File: config.mk
export PLATFORM = sky130hd
export DESIGN_NAME = gamma_lut_ctrl
export DESIGN_NICKNAME = d
export VERILOG_FILES = /design/src/rtl/gamma_lut_ctrl.sv
export SDC_FILE = /design/constraint.sdc
export NUM_CORES = 2
export LEC_CHECK = 0
export ABC_AREA = 0
export BUFFER_PORTS_ARGS = -buffer_cell sky130_fd_sc_hd__buf_2
export CORE_ASPECT_RATIO = 1.75
export CORE_MARGIN = 10
export CORE_UTILIZATION = 40
export DETAILED_ROUTE_END_ITERATION = 7
export PLACE_DENSITY = 0.56
export SLEW_MARGIN = 20
export SYNTH_ARGS = -nofsm -noshare
export SYNTH_HDL_FRONTEND = slang
export SYNTH_MEMORY_MAX_BITS = 65536
export SYNTH_SLANG_ARGS = --single-unit
File: constraint.sdc
create_clock -name clk -period 3.45 [get_ports clk]
set_input_delay 0.69 -clock clk [delete_from_list [all_inputs] [get_ports clk]]
set_output_delay 0.69 -clock clk [all_outputs]
set_load 0.01 [all_outputs]
File: src/rtl/gamma_lut_ctrl.sv
module gamma_lut_ctrl #(
  parameter int PIX_W = 12,
  parameter int IDX_W = 6,
  parameter int REG_W = 32
) (
  input  logic             clk,
  input  logic             rst_n,
  input  logic             reg_wr,
  input  logic [1:0]       reg_addr,
  input  logic [REG_W-1:0] reg_wdata,
  output logic [REG_W-1:0] reg_rdata,
  input  logic             frame_start,
  input  logic             pix_valid,
  input  logic [PIX_W-1:0] pix_r,
  input  logic [PIX_W-1:0] pix_g,
  input  logic [PIX_W-1:0] pix_b,
  output logic             out_valid,
  output logic [PIX_W-1:0] out_r,
  output logic [PIX_W-1:0] out_g,
  output logic [PIX_W-1:0] out_b
);
  localparam int DEPTH  = (1 << IDX_W) + 1;
  localparam int PTR_W  = $clog2(DEPTH);
  localparam int MEM_AW = $clog2(2 * DEPTH);
  localparam logic [PTR_W-1:0] LAST = PTR_W'(DEPTH - 1);
  localparam logic [1:0] MODE_RAM = 2'd2;

  logic [1:0]       req_mode, act_mode;
  logic             req_sel, act_bank;
  logic [2:0]       wr_mask;
  logic             host_sel;
  logic [PTR_W-1:0] wr_idx;
  logic             unused_wbits;

  wire data_wr = reg_wr && reg_addr == 2'd2;
  wire [MEM_AW-1:0] wr_addr = (host_sel ? MEM_AW'(DEPTH) : '0) + MEM_AW'(wr_idx);
  wire [MEM_AW-1:0] rd_base = act_bank ? MEM_AW'(DEPTH) : '0;

  assign unused_wbits = ^reg_wdata;

  always_ff @(posedge clk or negedge rst_n) begin
    if (!rst_n) begin
      req_mode <= '0;
      req_sel  <= 1'b0;
      wr_mask  <= 3'b111;
      host_sel <= 1'b0;
      wr_idx   <= '0;
    end else if (reg_wr) begin
      case (reg_addr)
        2'd0: begin
          req_mode <= reg_wdata[1:0];
          req_sel  <= reg_wdata[4];
        end
        2'd1: wr_idx <= (reg_wdata[PTR_W-1:0] > LAST) ? '0 : reg_wdata[PTR_W-1:0];
        2'd2: wr_idx <= (wr_idx == LAST) ? '0 : wr_idx + 1'b1;
        default: begin
          wr_mask  <= reg_wdata[2:0];
          host_sel <= reg_wdata[4];
        end
      endcase
    end
  end

  always_ff @(posedge clk or negedge rst_n) begin
    if (!rst_n) begin
      act_mode <= '0;
      act_bank <= 1'b0;
    end else if (frame_start) begin
      act_mode <= req_mode;
      act_bank <= req_sel;
    end
  end

  always_comb begin
    reg_rdata = '0;
    case (reg_addr)
      2'd0: begin
        reg_rdata[1:0] = req_mode;
        reg_rdata[4]   = req_sel;
        reg_rdata[9:8] = act_mode;
        reg_rdata[12]  = act_bank;
      end
      2'd1: reg_rdata[PTR_W-1:0] = wr_idx;
      2'd3: begin
        reg_rdata[2:0] = wr_mask;
        reg_rdata[4]   = host_sel;
      end
      default: reg_rdata = '0;
    endcase
  end

  logic [PIX_W-1:0] pin  [3];
  logic [PIX_W-1:0] pout [3];
  assign pin[0] = pix_r;
  assign pin[1] = pix_g;
  assign pin[2] = pix_b;

  for (genvar c = 0; c < 3; c++) begin : g_ch
    logic [PIX_W-1:0] tbl [2*DEPTH];
    logic [PIX_W-1:0] q;

    always_ff @(posedge clk)
      if (data_wr && wr_mask[2-c]) tbl[wr_addr] <= reg_wdata[PIX_W-1:0];

    always_ff @(posedge clk or negedge rst_n) begin
      if (!rst_n) q <= '0;
      else if (pix_valid)
        q <= (act_mode == MODE_RAM) ? tbl[rd_base + MEM_AW'(pin[c][PIX_W-1 -: IDX_W])] : pin[c];
    end

    assign pout[c] = q;
  end

  always_ff @(posedge clk or negedge rst_n) begin
    if (!rst_n) out_valid <= 1'b0;
    else        out_valid <= pix_valid;
  end

  assign out_r = pout[0];
  assign out_g = pout[1];
  assign out_b = pout[2];
endmodule

==> impl_metrics.json <==
{
  "dp.cells": 15690,
  "netlist-cell-type-count": 90,
  "grt_max_degree": 127,
  "vdd_drop_max_uv": 470.9,
  "gp_congestion": 0.9156,
  "maxSlewViolCount": 0,
  "yosys-top-cells-count": "4680 x edfxtp_1, 1268 x mux4_2, 548 x nand2_1",
  "die_w_um": 534.2,
  "synth_edf_count": 4680,
  "async_reset_ff_share_pct": 1.141,
  "finalPower_mw": 135.1,
  "fillers": 38080,
  "regToRegStartpoint": "act_bank",
  "grt_antenna_before_repair": 33,
  "track_usage_pct": 21.60,
  "die_h_um": 919.8,
  "cts-root-buf": "clkbuf_16",
  "h-tree-depth": 5,
  "wl_per_cell_um": 32.73,
  "numCtsBuffers": 434,
  "grt_pass1_wl_um": 759600,
  "hp-start": "reg_wdata[8]",
  "final_nets": 10120,
  "post-route-util_pct": 47.35,
  "place_hpwl_um": 368900,
  "synth_cells": 8579,
  "timing.final.crit_share_pct": 100.5,
  "regArea_sq_um": 141900,
  "yosysWarnings": 0,
  "startpoint_type": "flop",
  "tritoncts": "built",
  "finalHoldViolCount": 0,
  "status": "finished with violations",
  "synth_area_per_cell_sq_um": 21.57,
  "required_ps": 4390,
  "io_buffers": 101,
  "wl_um": 541600,
  "timing.rr.end": "out_g[8]",
  "drive_gt1_share_pct": 33.82,
  "ys.flop_type": "edfxtp_1",
  "drtIter0Drc": 9846,
  "crit_type": "flop to flop",
  "path_clk_slew_ps": 70,
  "insertion_delay_ps": 1040,
  "violations": "negative setup slack",
  "core_sq_um": 461200,
  "ios": 144,
  "cp-end-kind": "flop",
  "rrSetupSlack_ps": -20,
  "vias": 93000,
  "slew_headroom_pct": 30.76,
  "drc_errors": 0,
  "power_density_nw_per_um2": 618.4,
  "yosysMostFrequentCell": "edfxtp_1",
  "fin_area_sq_um": 218400,
  "fin_ws_ps": -16.63,
  "synth_area_leaders": "edfxtp_1 76%, mux4_2 15%, nand2_1 1.1%",
  "grt.overflow.total": 0,
  "start_util_pct": 40.13,
  "setup_viol": 1,
  "cts_sinks": 4734,
  "synth_seq_cells": 4734,
  "area_growth_pct": 18.01,
  "yosysSeqAreaShare_pct": 76.67,
  "grt_pass1_vias": 98230,
  "max_freq_mhz": 288.5,
  "ff2ff_path_depth": 12,
  "rows": 330,
  "clock_skew_ps": 53.36,
  "postPlaceCellArea_sq_um": 203600,
  "crit_fanout": 16,
  "multiInputGateArea_sq_um": 40580,
  "leakagePower_nw": 70.31,
  "rsz0062_at_grt": "yes",
  "arrival_ps": 4400,
  "holdPathEnd": "g_ch[1].tbl[40][8]",
  "drt-vias-per-instance": 5.619,
  "period_needed_ps": 3467,
  "cts_buffer_depth": 4,
  "min_path_cells": 1,
  "ant_nets": 0,
  "synthesis.area_sq_um": 185100,
  "tns_ps": -16.63,
  "worst_pin_slew_ps": 1039,
  "finalNonFillerCells": 16550,
  "first_pass_iters": 6,
  "dieArea_sq_um": 491300,
  "max_cap_viol_count": 0,
  "synth.top_cell.area_share_pct": 75.94,
  "synth_largest_area_cell": "edfxtp_1",
  "hp-class": "primary input to flop"
}
## state kept, by name, indices dropped and copies added (netlist names)
name	cells
act_bank	1
act_mode	2
g_ch.tbl	4680
host_sel	1
out_b	12
out_g	12
out_r	12
out_valid	1
req_mode	2
req_sel	1
wr_idx	7
wr_mask	3
## critical path: stages (launching register included)
cell	delay, ps
dfrtp_2	410
buf_12	160
ha_4	180
ha_4	350
buf_12	180
buf_4	300
mux4_2	270
mux4_2	240
nor2_1	40
buf_4	140
nor2_1	580
o21ai_0	200
o31ai_1	270
## final cells by class
type	count	area share, %
sequential	4734	64.97
clock inverter	277	1.185
antenna	29	0.03323
inverter	13	0.02234
clock buffer	516	5.185
multi-input combinational	3345	18.58
tap	6142	3.519
timing repair buffer	1493	6.507
## layer usage
metal / track usage [%] / vias to the layer above / part of all wire [%]
met5: 0 / - / 0.013
met4: 11.85 / 10 / 6.6
met3: 3.190 / 964 / 5.4
met2: 39.59 / 3268 / 54
met1: 23.97 / 50080 / 34
li1: - / 38670 / -
## placed cells by master (no fill, tap or decap), types with 14 or more instances in the layout
cell           n
edfxtp_1    4680
mux4_2      1268
buf_4       1132
nand2_1      537
nor2_1       499
clkbuf_16    440
buf_12       224
nand3_1      165
mux2i_1      102
clkinv_1     101
buf_2         87
clkinv_2      83
o21ai_0       82
clkbuf_1      72
a21oi_1       67
dfrtp_1       50
bufinv_16     41
mux2_2        40
a22oi_1       33
and3_1        30
nand4_1       30
diode_2       29
nor3_1        27
a31oi_1       27
conb_1        22
and2_1        20
buf_6         18
a211oi_1      17
a221oi_1      17
clkinvlp_4    17
o2111ai_1     16
o211ai_1      16
o221ai_1      15
buf_8         15
o22ai_1       14
## through the flow
stage / worst slack [ps] / hold WS (ps)
finish: -16.63 / 61.31
global route: -11.31 / 36.33
CTS: -27.94 / 22.29
detailed placement: -867.5 / 526.1
global placement: -884.7 / 522.8
floorplan: 273.8 / 394.4
## worst max-delay path by stage
stage | endpoint | startpoint | slack, ps | depth (start not counted)
2_1_floorplan | out_b[6] | pix_b[6] | 270 | 10
3_3_place_gp | out_r[4] | pix_r[6] | -880 | 12
3_5_place_dp | out_r[4] | pix_r[6] | -870 | 12
4_1_cts | out_r[10] | act_bank | -30 | 12
5_1_grt | out_g[2] | act_bank | -10 | 11
6_report | out_g[8] | act_bank | -20 | 12
## what timing repair did
item | in CTS | in global routing
cloned | 2 | 1
setup buffers | 20 | 9
gates resized for setup | 43 | 38
setup endpoints to repair | 26 | 20
hold buffers | 6 | 0
hold endpoints to repair | 59 | 0
pin swaps | 8 | 7
## kinds of logic (layout without fill, tap and decap cells)
group / count (synthesis) / in the layout / synth area share [%]
fa+ha+maj: 19 / 19 / 0.1285
mux: 1421 / 1421 / 16.33
flops: 4734 / 4734 / 76.67
compound gates: 449 / 449 / 1.706
xor+xnor: 29 / 29 / 0.2103
buf+inv: 521 / 2299 / 1.712
simple gates: 1405 / 1405 / 3.242
other cells: 1 / 51 / 0.002026
## power by group
part / switching (mW) / internal, mW / leakage [nW]
sequential: 0.183 / 63.4 / 42.7
clock: 21.5 / 26.5 / 6.80
combinational: 12.6 / 10.8 / 20.8
Note: power is estimated with default switching activity, not from simulation.
